==> src/rtl/park_pkg.sv <==
package park_pkg;
  localparam int DUTY_W   = 4;
  localparam int DUTY_MAX = 10;
  localparam int RD_W     = 8;

  typedef enum logic [1:0] {
    Z_CLOSE = 2'd0,
    Z_MED   = 2'd1,
    Z_FAR   = 2'd2,
    Z_ERR   = 2'd3
  } zone_t;

  typedef enum logic [3:0] {
    S_SETTLE = 4'd0,
    S_APPR   = 4'd1,
    S_LEVEL  = 4'd2,
    S_SEARCH = 4'd3,
    S_GAP    = 4'd4,
    S_BACK   = 4'd5,
    S_SWING  = 4'd6,
    S_TUCK   = 4'd7,
    S_ALIGN  = 4'd8,
    S_CREEP  = 4'd9,
    S_PARKED = 4'd10
  } pstate_t;

  typedef struct packed {
    logic [DUTY_W-1:0] left;
    logic [DUTY_W-1:0] right;
    logic              rev;
  } wheel_cmd_t;
endpackage

==> src/rtl/park_dwell_timer.sv <==
module park_dwell_timer #(
  parameter int LIMIT = 8
) (
  input  logic clk,
  input  logic rst,
  input  logic run,
  output logic done
);
  localparam int CW = (LIMIT < 2) ? 1 : $clog2(LIMIT);
  localparam logic [CW-1:0] LAST = CW'(LIMIT - 1);

  logic [CW-1:0] count_q;

  always_ff @(posedge clk) begin
    if (rst || !run) count_q <= '0;
    else if (count_q == LAST) count_q <= '0;
    else count_q <= count_q + 1'b1;
  end

  assign done = run && (count_q == LAST);

  AST_TMR_BOUND: assert property (@(posedge clk) disable iff (rst)
    count_q <= LAST);

  AST_TMR_IDLE_CLEAR: assert property (@(posedge clk) disable iff (rst)
    !run |=> count_q == '0);
endmodule

==> src/rtl/park_side_match.sv <==
module park_side_match #(
  parameter int W   = 8,
  parameter int TOL = 4
) (
  input  logic [W-1:0] a,
  input  logic [W-1:0] b,
  output logic         near
);
  logic [W-1:0] diff;
  always_comb begin
    diff = (a >= b) ? (a - b) : (b - a);
    near = (diff <= W'(TOL));
  end
endmodule

==> src/rtl/park_wheel_policy.sv <==
module park_wheel_policy
  import park_pkg::*;
(
  input  pstate_t            state,
  input  logic               phase,
  input  logic [RD_W-1:0]    back_rd,
  output wheel_cmd_t         cmd
);
  logic [RD_W+2:0] scaled;
  logic [2:0]      slow;

  always_comb begin
    scaled = {3'b000, back_rd} * (RD_W+3)'(6);
    slow   = scaled[RD_W+2:RD_W];
    cmd    = '0;
    unique case (state)
      S_APPR:   begin cmd.left = 4'd6; cmd.right = 4'd4; end
      S_LEVEL:  begin cmd.left = 4'd3; cmd.right = 4'd6; end
      S_SEARCH,
      S_GAP:    begin cmd.left = 4'd5; cmd.right = 4'd5; end
      S_BACK:   begin cmd.left = 4'd5; cmd.right = 4'd5; cmd.rev = 1'b1; end
      S_SWING:  begin cmd.left = 4'd7; cmd.right = 4'd3; cmd.rev = 1'b1; end
      S_TUCK:   begin
        cmd.left  = 4'd7 - {1'b0, slow};
        cmd.right = 4'd8;
        cmd.rev   = 1'b1;
      end
      S_ALIGN:  begin
        if (phase) begin cmd.left = 4'd2; cmd.right = 4'd4; cmd.rev = 1'b1; end
        else       begin cmd.left = 4'd4; cmd.right = 4'd2; end
      end
      S_CREEP:  begin cmd.left = 4'd4; cmd.right = 4'd4; end
      default:  cmd = '0;
    endcase
  end
endmodule

==> src/rtl/park_seq.sv <==
module park_seq
  import park_pkg::*;
#(
  parameter int SETTLE_CYCLES = 50_000_000,
  parameter int HOLD_CYCLES   = 5_000_000,
  parameter int WIGGLE_CYCLES = 2_500_000,
  parameter int SIDE_TOL      = 4,
  parameter int TURN_DELTA    = 16
) (
  input  logic        clk,
  input  logic        rst,
  input  logic [7:0]  rd_side_f,
  input  logic [7:0]  rd_side_r,
  input  logic [7:0]  rd_back,
  input  logic [1:0]  zn_front,
  input  logic [1:0]  zn_side_f,
  input  logic [1:0]  zn_side_r,
  input  logic [1:0]  zn_back,
  output logic [3:0]  duty_fl,
  output logic [3:0]  duty_fr,
  output logic [3:0]  duty_rl,
  output logic [3:0]  duty_rr,
  output logic        reverse,
  output logic [3:0]  state_led
);
  pstate_t         state_q, state_d;
  logic [RD_W-1:0] ref_q;
  logic            phase_q;
  logic            err, sides_near, settle_done, hold_done, wig_done, swung;
  logic [RD_W-1:0] turn_diff;
  wheel_cmd_t      cmd;

  assign err = (zn_front == Z_ERR) || (zn_side_f == Z_ERR) ||
               (zn_side_r == Z_ERR) || (zn_back == Z_ERR);

  park_dwell_timer #(.LIMIT(SETTLE_CYCLES)) u_settle (
    .clk(clk), .rst(rst), .run(state_q == S_SETTLE), .done(settle_done));

  park_dwell_timer #(.LIMIT(HOLD_CYCLES)) u_hold (
    .clk(clk), .rst(rst),
    .run((state_q == S_BACK) && (zn_back == Z_FAR)), .done(hold_done));

  park_dwell_timer #(.LIMIT(WIGGLE_CYCLES)) u_wiggle (
    .clk(clk), .rst(rst),
    .run((state_q == S_ALIGN) && !err), .done(wig_done));

  park_side_match #(.W(RD_W), .TOL(SIDE_TOL)) u_match (
    .a(rd_side_f), .b(rd_side_r), .near(sides_near));

  assign turn_diff = (rd_side_f >= ref_q) ? (rd_side_f - ref_q) : (ref_q - rd_side_f);
  assign swung     = turn_diff > RD_W'(TURN_DELTA);

  always_comb begin
    state_d = state_q;
    if (!err) begin
      unique case (state_q)
        S_SETTLE: if (settle_done) state_d = S_APPR;
        S_APPR:   if (zn_side_f == Z_CLOSE) state_d = S_LEVEL;
        S_LEVEL:  if (sides_near) state_d = S_SEARCH;
        S_SEARCH: if (zn_side_f == Z_FAR && zn_side_r == Z_FAR) state_d = S_GAP;
        S_GAP:    if (zn_side_f == Z_CLOSE && zn_side_r == Z_CLOSE) state_d = S_BACK;
        S_BACK:   if (hold_done) state_d = S_SWING;
        S_SWING:  if (swung) state_d = S_TUCK;
        S_TUCK:   if (zn_back == Z_CLOSE) state_d = S_ALIGN;
        S_ALIGN:  if (sides_near) state_d = S_CREEP;
        S_CREEP:  if (zn_front == Z_CLOSE) state_d = S_PARKED;
        default:  state_d = state_q;
      endcase
    end
  end

  always_ff @(posedge clk) begin
    if (rst) begin
      state_q <= S_SETTLE;
      ref_q   <= '0;
      phase_q <= 1'b0;
    end else begin
      state_q <= state_d;
      if (state_q == S_BACK && state_d == S_SWING) ref_q <= rd_side_f;
      if (state_q != S_ALIGN) phase_q <= 1'b0;
      else if (wig_done) phase_q <= ~phase_q;
    end
  end

  park_wheel_policy u_policy (
    .state(state_q), .phase(phase_q), .back_rd(rd_back), .cmd(cmd));

  always_ff @(posedge clk) begin
    if (rst || err) begin
      duty_fl <= '0; duty_rl <= '0;
      duty_fr <= '0; duty_rr <= '0;
      reverse <= 1'b0;
    end else begin
      duty_fl <= cmd.left;  duty_rl <= cmd.left;
      duty_fr <= cmd.right; duty_rr <= cmd.right;
      reverse <= cmd.rev;
    end
  end

  assign state_led = state_q;

  AST_DUTY_CEIL: assert property (@(posedge clk) disable iff (rst)
    duty_fl <= 4'(DUTY_MAX) && duty_fr <= 4'(DUTY_MAX) &&
    duty_rl <= 4'(DUTY_MAX) && duty_rr <= 4'(DUTY_MAX));

  AST_ERR_STOPS: assert property (@(posedge clk) disable iff (rst)
    err |=> (duty_fl == 0 && duty_fr == 0 && duty_rl == 0 && duty_rr == 0 && !reverse));

  AST_ERR_FREEZE: assert property (@(posedge clk) disable iff (rst)
    err |=> $stable(state_q));

  AST_PARKED_STICKY: assert property (@(posedge clk) disable iff (rst)
    state_q == S_PARKED |=> state_q == S_PARKED);

  AST_SETTLE_STILL: assert property (@(posedge clk) disable iff (rst)
    state_q == S_SETTLE |=> (duty_fl == 0 && duty_fr == 0 && !reverse));

  AST_ONE_STEP: assert property (@(posedge clk) disable iff (rst)
    state_q != S_PARKED |=> ($stable(state_q) ||
      4'(state_q) == 4'($past(state_q)) + 4'd1));

  AST_BACK_QUALIFIED: assert property (@(posedge clk) disable iff (rst)
    (state_q == S_BACK && zn_back != Z_FAR) |=> state_q == S_BACK);
endmodule

==> config.mk <==
export PLATFORM = sky130hd
export DESIGN_NAME = park_seq
export DESIGN_NICKNAME = d
export VERILOG_FILES = /design/src/rtl/park_pkg.sv /design/src/rtl/park_dwell_timer.sv /design/src/rtl/park_side_match.sv /design/src/rtl/park_wheel_policy.sv /design/src/rtl/park_seq.sv
export SDC_FILE = /design/constraint.sdc
export NUM_CORES = 1
export LEC_CHECK = 0
export CORE_ASPECT_RATIO = 0.5
export CORE_MARGIN = 8
export CORE_UTILIZATION = 38
export DETAILED_ROUTE_END_ITERATION = 8
export DONT_BUFFER_PORTS = 1
export GPL_TIMING_DRIVEN = 0
export PLACE_DENSITY = 0.55
export SLEW_MARGIN = 20
export SYNTH_ARGS = -nofsm -noshare
export SYNTH_HDL_FRONTEND = slang
export SYNTH_HIERARCHICAL = 1
export SYNTH_SLANG_ARGS = --single-unit
==> constraint.sdc <==
create_clock -name clk -period 5.8 [get_ports clk]
set_clock_uncertainty 0.15 [all_clocks]
set_input_delay 0.87 -clock clk [delete_from_list [all_inputs] [get_ports clk]]
set_output_delay 0.87 -clock clk [all_outputs]
set_load 0.02 [all_outputs]
Word level (Yosys, flattened, before mapping):

Cells that the tools add are included.

* bits in latches: 0
* RAM bits: 0
* bits in registers: 93
* ROM bits: 0
* word-level logic and storage cells: 92
* output and inout bits: 21
* memories kept: 0

* add/sub/neg operators: 8
* multiply operators: 1
* muxes and demuxes: 18
* eq/ne operators: 21
* order comparisons: 4
* bitwise operators: 1
* divide/modulo/power cells: 0
* shifts and indexed selects: 0
* reductions and logical operators: 30

Operators by type and width (number)
* $pmux W8 S7: 1
* $mux W4: 11
* $pmux W4 S10: 1
* $sub A8 B8 Y8: 4
* $add A26 B1 Y26 const B: 1
* $eq A26 B26 Y1 const B: 1
* $add A23 B1 Y23 const B: 1
* $eq A23 B23 Y1 const B: 1
* $add A22 B1 Y22 const B: 1
* $eq A22 B22 Y1 const B: 1
* $eq A4 B3 Y1 const B: 5
* $ge A8 B8 Y1: 2
* $mux W8: 2
* $eq A2 B2 Y1 const B: 7
* $mul A8 B2 Y10 const B: 1
* $eq A4 B2 Y1 const B: 2
* $eq A4 B4 Y1 const B: 2
* $gt A8 B5 Y1 const B: 1
* $le A8 B3 Y1 const B: 1
* $logic_and A1 B1 Y1: 8
* $logic_not A2 Y1: 4
* $reduce_or A2 Y1: 4
* $logic_or A1 B1 Y1: 7
* $mux W7: 1
* 9 further kinds: 13

Depth between registers and ports, before layout:

Gate-level depths: netlist of the first run.

* depth in word-level cells: 9
* depth in mapped cells: 14
* depth with buffers taken out: 13

Modules after synthesis:

Netlist of the first run, hierarchy kept.

Modules (own cells, without submodules)
* park_seq: cells each 228, area an instance 1828.0 µm², instances 1, seq. area each 440.4 µm²
* park_dwell_timer at u_settle: cells each 143, area an instance 1203.7 µm², instances 1, seq. area each 520.5 µm²
* park_dwell_timer at u_hold: cells each 126, area an instance 1074.8 µm², instances 1, seq. area each 460.4 µm²
* park_dwell_timer at u_wiggle: cells each 121, area an instance 1026.0 µm², instances 1, seq. area each 440.4 µm²
* park_side_match: cells each 96, area an instance 690.7 µm², instances 1, seq. area each 0.0 µm²
* park_wheel_policy: cells each 64, area an instance 427.9 µm², instances 1, seq. area each 0.0 µm²

Worst setup path before layout of the first run:

No wires, ideal clock.

* path type: input-to-reg
* from: in rd_side_f[2]
* to: reg state_q[0] (netlist: state_led[0])
* stages: 14
* path slack: 2654 ps
* arrival time: 2911 ps
* cell sequence: inv_1 ha_1 buf_6 a21oi_4 a21boi_2 a211oi_2 xnor2_1 nor4_2 a21o_1 inv_1 o311a_1 o211ai_1 a41oi_1 a211oi_1

* word-level cells in the longest chain between the ends: 6
* elaborated cells on any way between the ends: 15
* classes of those cells: add/sub (4); order compare (4); mux (7)

RTL lines
* from (decl): line park_seq.sv:12 `input logic [7:0] rd_side_f,`
* $sub A8 B8 Y8 / $ge A8 B8 Y1 (equally long branches): line park_side_match.sv:11 `diff = (a >= b) ? (a - b) : (b - a);`
* $mux W8 (*): line park_side_match.sv:11
* $le A8 B3 Y1 (*): line park_side_match.sv:12 `near = (diff <= W'(TOL));`
* net sides_near: line park_seq.sv:29 `logic err, sides_near, settle_done, hold_done, wig_done, swung;`
* $mux W4 (on tied branches): line park_seq.sv:65, park_seq.sv:59
* $pmux W4 S10 (*): line park_seq.sv:56 `unique case (state_q)`
* $mux W4 (*): line park_seq.sv:55 `if (!err) begin`
* to (signal assigned): line park_seq.sv:78 `state_q <= state_d;`
* to (decl): line park_seq.sv:26 `pstate_t state_q, state_d;`

The timed path passes the listed nets; every way through them passes the cells marked *.
A chain may end at the register's enable or synchronous reset.

Worst setup path in the final report of the first run:

* from: reg state_q[0] (netlist: state_led[0])
* to: reg ref_q[1]

* word-level cells in the longest chain between the ends: 8
* elaborated cells on any way between the ends: 27
* classes of those cells: eq/ne (10); mux (12); reduce/logical (5)

RTL lines
* $eq A4 B3 Y1: line park_seq.sv:41 `.run((state_q == S_BACK) && (zn_back == Z_FAR)), .done(hold_done));`
* $logic_and A1 B1 Y1: line park_seq.sv:41
* $logic_and A1 B1 Y1: line park_dwell_timer.sv:20 `assign done = run && (count_q == LAST);`
* net hold_done: line park_seq.sv:29
* $mux W4: line park_seq.sv:62 `S_BACK: if (hold_done) state_d = S_SWING;`
* $pmux W4 S10: line park_seq.sv:56
* $mux W4: line park_seq.sv:55
* $eq A4 B3 Y1: line park_seq.sv:79 `if (state_q == S_BACK && state_d == S_SWING) ref_q <= rd_side_f;`
* $logic_and A1 B1 Y1: line park_seq.sv:79
* to (signal assigned): line park_seq.sv:79
* to (decl): line park_seq.sv:27 `logic [RD_W-1:0] ref_q;`

The timed path passes the listed nets, and every way through them passes these cells.

==> results of run 1 <==
==> metal layers <==
metal,wire length (microns),global-route usage [%]
met1,6880,17.4
met2,6560,22.8
met3,357,2.38
met4,112,2.83
met5,0,0
==> logic make-up after synthesis <==
| kind of cell | count (synthesis) | share of synthesized area, % |
|---|---|---|
| AOI/OAI and AO/OA | 166 | 17.4 |
| xor gates and xnor gates | 51 | 7.15 |
| adders and majority gates | 43 | 8.85 |
| buffers and inverters | 100 | 7.53 |
| DFF | 93 | 29.8 |
| muxes | 11 | 1.76 |
| other | 1 | 0.0600 |
| and+or+nand+nor | 313 | 27.5 |
==> flip-flops by register name, summed over array words and instances, names as in the netlist <==
name and count:
u_settle/count_q 26, u_hold/count_q 23, u_wiggle/count_q 22, ref_q 8, duty_rl 4, duty_rr 4
state_led 4, phase_q 1, reverse 1
==> power breakdown <==
part	switching (mW)	internal [mW]	leakage, nW	total, mW
logic	0.0872	0.0670	1.50	0.154
registers	0.00743	0.642	0.750	0.649
clock network	0.263	0.363	0.157	0.626
==> final cells by class <==
type,instances,area (sq um)
fillers,1672,9370
multi-input cells,585,3920
flip-flops and latches,93,1860
well taps,227,284
clock buffers,11,253
plain buffers,41,248
inverters,59,223
clock inverters,5,65.1
==> per-stage QoR <==
stage / instances / utilization [%] / hold slack [ns] / instance area, sq um / power (mW)
floorplan: 778 / - / 0.280 / 6250 / 0.789
global placement: 1005 / 40.3 / 0.295 / 6540 / 0.816
detailed placement: 1005 / 40.3 / 0.303 / 6540 / 0.818
CTS: 1021 / 42.2 / 0.316 / 6850 / 1.45
global route: 1021 / 42.2 / 0.329 / 6850 / 1.49
finish: 1021 / 42.2 / 0.310 / 6850 / 1.43
==> worst max-delay path, delay by kind of cell, from the launching register on <==
family                 cells  cell delay (ns)
AO/OA/AOI/OAI              3             0.43
buffers and inverters      2             0.22
flip-flops                 1             0.74
multiplexers               1             0.21
AND/OR/NAND/NOR            6             1.46
==> worst max-delay path by stage <==
stage | cells past startpoint | to | start | slack [ns]
after floorplan | 14 | state_led[0]$_SDFF_PP0_ | rd_side_f[2] | 2.65
after global placement | 13 | state_led[0]$_SDFF_PP0_ | rd_side_f[3] | 2.33
after detailed placement | 13 | state_led[0]$_SDFF_PP0_ | rd_side_f[3] | 2.33
after CTS | 12 | ref_q[1]$_SDFFE_PP0P_ | state_led[0]$_SDFF_PP0_ | 2.44
after global routing | 12 | ref_q[1]$_SDFFE_PP0P_ | state_led[0]$_SDFF_PP0_ | 2.13
final | 12 | ref_q[1]$_SDFFE_PP0P_ | state_led[0]$_SDFF_PP0_ | 2.45
==> layout by cell type (no fill, tap or decap), types with 9 or more instances in the layout <==
master,netlist,routed
nand2_1,40,40
nor2_1,86,86
and3_1,10,10
nor3_1,15,15
inv_1,58,58
buf_2,12,12
o31ai_1,10,10
a21oi_1,49,49
o21ai_0,34,34
clkbuf_16,0,9
mux2i_1,11,11
buf_4,10,10
ha_1,41,41
or3_1,21,21
nand4_1,27,27
nor4_1,10,10
or4_1,11,11
and2_1,12,12
clkbuf_1,11,11
nand3_1,27,27
xor2_1,20,20
a21o_1,9,9
xnor2_1,31,31
dfxtp_1,93,93
==> results_dict.tcl, run 1 <==
set metrics [dict create \
    worstHoldEndpoint "u_settle/count_q[0]$_SDFF_PP0_" \
    synth.yosys.seq_area_share_pct 29.8 \
    dieWidth_microns 197 \
    start_util_pct 38.5 \
    cp_slowest_cell "dfxtp_1" \
    setup_viol 0 \
    max_slew.worst_pin.slew_ns 0.651 \
    synth_cell_types 78 \
    synthTopCellsByCount "dfxtp_1, nor2_1, inv_1, a21oi_1, ha_1" \
    powerDensity_nw_per_um2 209 \
    fin_setup_tns_ns 0 \
    wl_microns 13900 \
    routabilityCongestion 0.805 \
    num_vias 5380 \
    root_buffer "clkbuf_16" \
    reg2reg_from "state_led[0]$_SDFF_PP0_" \
    drtIter0Drc 271 \
    setup_ws_ns 2.45 \
    synth_top_area_share_pct 29.8 \
    post_cts_resized 0 \
    finalMaxSlewViolations 0 \
    ys_warn_count 6 \
    r2r-end "ref_q[1]$_SDFFE_PP0P_" \
    die-area_sq_um 21100 \
    clk_latency_ns 0.34 \
    ctsHoldBuffers 0 \
    critical_path.max_fanout 14 \
    drv_cap 0 \
    hold_viol_final 0 \
    grt_usage_pct 13.3 \
    drc 0 \
    cts_tree "yes" \
    ir_drop_mv 0.143 \
    reg2reg_depth 12 \
    first_global_vias 5024 \
    design.core.area_sq_um 16200 \
    htreeDepth 3 \
    synth_edf_count 0 \
    async_reset_ff_share_pct 0 \
    min_period_ns 3.35 \
    rows 33 \
    holdPathStages 1 \
    ant_nets 0 \
    slew_headroom_pct 56.5 \
    drive_gt1_share_pct 9.32 \
    antenna_cells 0 \
    cp.arrival_ns 3.40 \
    netlist_top_cells_area "dfxtp_1, ha_1, nor2_1, xnor2_1, a21oi_1" \
    cts_inserted_buffers 9 \
    port_buffers 0 \
    worstPathCellList "nor3b_1, and4b_1, inv_1, nor4_1, nand2_1, a21oi_1, o21bai_1, a31oi_2, and3_1, buf_6, mux2i_1, nor2_1" \
    grt_pass1_wl_microns 24000 \
    required_ns 5.85 \
    cp-start-kind "register" \
    die_y_microns 107 \
    syn_nets 855 \
    synth_most_common_cell "dfxtp_1" \
    rsz0062_at_grt "no" \
    ios 55 \
    post-cts-setup-buffers 0 \
    cts_num_sinks 93 \
    timing.final.crit_share_pct 57.7 \
    gr-total-overflow 0 \
    syn_area_per_cell_sq_um 8.03 \
    wl_per_cell_microns 13.6 \
    areaGrowthSynthToFinish_pct 9.63 \
    cts_buffer_depth 2 \
    synth-main-ff-cell "dfxtp_1" \
    hp-start "u_settle/count_q[0]$_SDFF_PP0_" \
    place_ws_ns 2.33 \
    cts.clk_slew.worst_paths_ns 0.06 \
    antenna_found_initial 0 \
    max_freq_mhz 299 \
    synth_top_cell_by_area "dfxtp_1" \
    drt_first_pass_iters 5 \
    crit_path_max_incr_delay_ns 0.74 \
    hp-class "register to register" \
    status "complete, no violations" \
    synth_area_sq_um 6250 \
    critPathCaptureType "register" \
    leakage_nw 2.41 \
    ff2ff_setup_slack_ns 2.45 \
    grt_start_max_net_pins 17 \
    ys_ff_latch 93 \
    viasPerCell 5.27 \
    finalNetCount 866 \
    dp_hpwl_microns 10600 \
    synthCells 778 \
    critical_path_class "register to register" \
]
Power figures use the tool's default switching activity.
==> run 2, diff against run 1 <==
clock period = 3.4 ns   (was 5.8 ns; I/O delays follow)
==> run 2 against run 1 <==
Flip-flop and latch count did not move. Final cell count did not move. Total power rose by 71%. Final area rose by 0.18%. Worst setup slack got worse by 2.1 ns. First-iteration DRC count rose by 0.37%. Sequential power rose by 71%. Critical path type unchanged. Critical endpoint unchanged.
==> results_dict.tcl, run 2 (same netlist as run 1, synthesis figures left out) <==
set metrics [dict create \
    status "complete, no violations" \
    required_ns 3.45 \
    drc 0 \
    final_cells 1021 \
    drtIter0Drc 272 \
    leakage_nw 2.42 \
    htreeDepth 3 \
    drive_gt1_share_pct 9.70 \
    cp_slowest_cell "dfxtp_1" \
    grt_pass1_wl_microns 24000 \
    rsz0062_at_grt "no" \
    reg_top3 "u_settle/count_q x26, u_hold/count_q x23, u_wiggle/count_q x22" \
    cts.clk_slew.worst_paths_ns 0.07 \
    root_buffer "clkbuf_16" \
    critical_path_class "register to register" \
    routabilityCongestion 0.805 \
    antenna_found_initial 0 \
    die_y_microns 107 \
    cts_num_sinks 93 \
    final_cell_mix "dfxtp_1, nor2_1, inv_1, a21oi_1, ha_1" \
    dieWidth_microns 197 \
    first_global_vias 5024 \
    crit_path_max_incr_delay_ns 0.42 \
    start_util_pct 38.5 \
    clk_latency_ns 0.34 \
    areaGrowthSynthToFinish_pct 9.83 \
    num_vias 5376 \
    hp-start "rst" \
    ant_nets 0 \
    ir_drop_mv 0.244 \
    dpl_cell_area_sq_um 6540 \
    rows 33 \
    slew_headroom_pct 57.5 \
    crit_family "simple AND/OR/NAND/NOR gates" \
    grt_usage_pct 13.3 \
    gr-total-overflow 0 \
    fin_setup_tns_ns 0 \
    hold_viol_final 0 \
    setup_viol 0 \
    design.core.area_sq_um 16200 \
    port_buffers 0 \
    dp_hpwl_microns 10600 \
    cts_inserted_buffers 9 \
    finalMaxSlewViolations 0 \
    timing.final.crit_share_pct 89.3 \
    ios 55 \
    cts_buffer_depth 2 \
    drt_first_pass_iters 4 \
    worst-path-buf-inv 3 \
    critical_path.max_fanout 10 \
    drv_cap 0 \
    worstSetupStartpoint "state_led[1]$_SDFF_PP0_" \
    reg2reg_from "state_led[1]$_SDFF_PP0_" \
    die-area_sq_um 21100 \
    hp-class "input port to register" \
    post-cts-setup-buffers 0 \
    worstPathCellList "buf_2, nor3b_2, and4b_1, inv_1, nor4_2, nand2_1, a21oi_1, o21bai_1, a31oi_2, and3_1, buf_6, mux2i_1, nor2_1" \
    regMostFlops "u_settle/count_q" \
    final_common_cell "dfxtp_1" \
    antenna_cells 0 \
    min_period_ns 3.04 \
    cp.arrival_ns 3.09 \
    cts_tree "yes" \
    max_slew.worst_pin.slew_ns 0.628 \
    cp-start-kind "register" \
    grt_start_max_net_pins 17 \
    placed_cells 1005 \
    wl_per_cell_microns 13.7 \
    powerDensity_nw_per_um2 355 \
    largest_register_ffs 26 \
    wl_microns 14000 \
    critPathCaptureType "register" \
    max_freq_mhz 329 \
    stdcell_area_sq_um 6870 \
    finalNetCount 866 \
    viasPerCell 5.27 \
    p_total_mw 2.44 \
]
## run 2: final cells by class
type | count | area [sq um]
clock inverters | 5 | 65.1
clock buffers | 11 | 253
inverters | 59 | 223
well taps | 227 | 284
multi-input cells | 585 | 3930
fillers | 1674 | 9360
plain buffers | 41 | 248
flip-flops and latches | 93 | 1860
## run 2: final timing paths
path                                     to  slack [ns]  cells after the start
max                   ref_q[1]$_SDFFE_PP0P_        0.36                     13
min                 state_led[2]$_SDFF_PP0_         0.1                      1
max reg2reg           ref_q[1]$_SDFFE_PP0P_        0.36                     13
min reg2reg  u_settle/count_q[0]$_SDFF_PP0_        0.31                      1
## run 2: per-layer routing
metal | wire length, microns | share of wire, % | up-vias | global-route usage [%]
met4 | 133 | 0.95 | 0 | 2.83
li1 | - | - | 2797 | -
met5 | 0 | 0 | - | 0
met1 | 6870 | 49 | 2504 | 17.4
met3 | 379 | 2.7 | 11 | 2.38
met2 | 6570 | 47 | 64 | 22.8
## run 2: repair_timing
action                     4_1_cts  5_1_grt
gates resized for setup          0        3
hold buffers                     0        0
setup endpoints to repair        0        8
## run 2: through the flow
step                worst slack [ns]  utilization [%]  hold WS (ns)
floorplan                      0.614                -         0.280
global placement              0.0984             40.3         0.295
detailed placement            0.0801             40.3         0.303
CTS                           0.0438             42.2        0.0848
global route                  0.0977             42.3        0.0843
finish                         0.364             42.3        0.0963
## run 2: power by group
group          internal (mW)  switching (mW)  total, mW
registers               1.10          0.0127       1.11
logic                  0.115           0.149      0.263
clock network          0.619           0.450       1.07
total                   1.83           0.611       2.44
==> run 3, diff against run 2 <==
clock period = 3.66 ns   (was 3.4 ns; I/O delays follow)
==> run 3 against run 2 <==
Global-route usage unchanged. Non-clock buffer count unchanged. Sequential power down 7%. Critical endpoint unchanged.
==> results_dict.tcl, run 3 (same netlist as run 1, synthesis figures left out) <==
set metrics [dict create \
    status "complete, no violations" \
    start_util_pct 38.5 \
    setup_viol 0 \
    cts_tree "yes" \
    grt_usage_pct 13.3 \
    wl_microns 13900 \
    drtIter0Drc 271 \
    num_vias 5378 \
    finalMaxSlewViolations 0 \
    routabilityCongestion 0.805 \
    reg2reg_depth 13 \
    r2r-end "ref_q[1]$_SDFFE_PP0P_" \
    design.core.area_sq_um 16200 \
    leakage_nw 2.41 \
    viasPerCell 5.27 \
    drt_first_pass_iters 5 \
    largest_register_ffs 26 \
    rsz0062_at_grt "no" \
    post-cts-setup-buffers 0 \
    slew_headroom_pct 58.7 \
    drc 0 \
    finalNetCount 866 \
    wl_per_cell_microns 13.6 \
    cts_num_sinks 93 \
    worstHoldEndpoint "state_led[2]$_SDFF_PP0_" \
    final_util_pct 42.2 \
    first_global_vias 5024 \
    antenna_cells 0 \
    regMostFlops "u_settle/count_q" \
    hp-start "rst" \
    min_period_ns 3.20 \
    htreeDepth 3 \
    grt_start_max_net_pins 17 \
    final_cell_mix "dfxtp_1, nor2_1, inv_1, a21oi_1, ha_1" \
    cts_buffer_depth 2 \
    reg_top3 "u_settle/count_q x26, u_hold/count_q x23, u_wiggle/count_q x22" \
    critical_path_class "register to register" \
    dieWidth_microns 197 \
    critPathCaptureType "register" \
    cp.arrival_ns 3.25 \
    grt_pass1_wl_microns 24000 \
    ir_drop_mv 0.227 \
    cp-start-kind "register" \
    hold_viol_final 0 \
    die-area_sq_um 21100 \
    holdPathStages 1 \
    areaGrowthSynthToFinish_pct 9.65 \
    dp_hpwl_microns 10600 \
    p_total_mw 2.27 \
    cts.clk_slew.worst_paths_ns 0.07 \
    powerDensity_nw_per_um2 330 \
    ant_nets 0 \
    cts_inserted_buffers 9 \
    port_buffers 0 \
    drv_cap 0 \
    clk_latency_ns 0.34 \
    antenna_found_initial 0 \
    rows 33 \
    die_y_microns 107 \
    drive_gt1_share_pct 9.45 \
    root_buffer "clkbuf_16" \
    ff2ff_setup_slack_ns 0.46 \
    hp-class "input port to register" \
    critical_path.max_fanout 10 \
    max_slew.worst_pin.slew_ns 0.612 \
    timing.final.crit_share_pct 87.4 \
    gr-total-overflow 0 \
    max_freq_mhz 312 \
    required_ns 3.71 \
    reg2reg_from "state_led[1]$_SDFF_PP0_" \
    num-fill-cells 1671 \
    fin_setup_tns_ns 0 \
    ios 55 \
    final_common_cell "dfxtp_1" \
]
run 3: cell types whose count changed in the layout (fill, tap and decap cells not counted):
cell     delta
nor3b_2     -1
nor4_2      -1
nor4_1      +1
nor3b_1     +1
run 3: cell type report:
class                   count  area [sq um]  share of cell area [%]
clock inverters             5          65.1                   0.949
inverters                  59           223                    3.25
multi-input cells         585          3920                    57.2
flip-flops and latches     93          1860                    27.2
plain buffers              41           248                    3.61
clock buffers              11           253                    3.69
well taps                 227           284                    4.14
run 3: how the worst max path moves through the flow:
stage / endpoint / from / slack [ns]
6_report: ref_q[1]$_SDFFE_PP0P_ / state_led[1]$_SDFF_PP0_ / 0.46
5_1_grt: ref_q[1]$_SDFFE_PP0P_ / state_led[1]$_SDFF_PP0_ / 0.16
4_1_cts: ref_q[1]$_SDFFE_PP0P_ / state_led[0]$_SDFF_PP0_ / 0.30
3_5_place_dp: ref_q[1]$_SDFFE_PP0P_ / state_led[0]$_SDFF_PP0_ / 0.34
3_3_place_gp: ref_q[6]$_SDFFE_PP0P_ / state_led[0]$_SDFF_PP0_ / 0.36
2_1_floorplan: state_led[0]$_SDFF_PP0_ / rd_side_f[2] / 0.83
run 3: power breakdown:
| part | total, mW | switching [mW] | internal (mW) |
|---|---|---|---|
| Clock | 0.991 | 0.416 | 0.575 |
| Sequential | 1.03 | 0.0117 | 1.02 |
| Combinational | 0.244 | 0.138 | 0.106 |
| Total | 2.27 | 0.566 | 1.70 |
run 3: what timing repair did:
action | in CTS | in global routing
endpoints found under the setup margin | 0 | 2
gates resized for setup | 0 | 1
hold buffers | 0 | 0
run 3: critical path: stages (launching register included):
cell and delay, ns:
dfxtp_1 0.41, buf_2 0.23, nor3b_1 0.30, and4b_1 0.29, inv_1 0.05, nor4_1 0.44, nand2_1 0.10, a21oi_1 0.15
o21bai_1 0.09, a31oi_2 0.19, and3_1 0.21, buf_6 0.17, mux2i_1 0.21, nor2_1 0.05
run 3: metrics by stage:
step	hold slack, ns	std cells	setup slack (ns)	instance area [sq um]
after floorplan	0.280	778	0.835	6250
after global placement	0.295	1005	0.358	6540
after detailed placement	0.303	1005	0.340	6540
after CTS	0.124	1021	0.304	6850
after global routing	0.123	1021	0.157	6850
final	0.135	1021	0.460	6850
run 3: metal layers:
metal / vias up / GRT usage [%] / share of wire (%)
met5: - / 0 / 0
met4: 0 / 2.83 / 0.81
li1: 2795 / - / -
met2: 57 / 22.8 / 47
met1: 2517 / 17.4 / 49
met3: 9 / 2.38 / 2.5
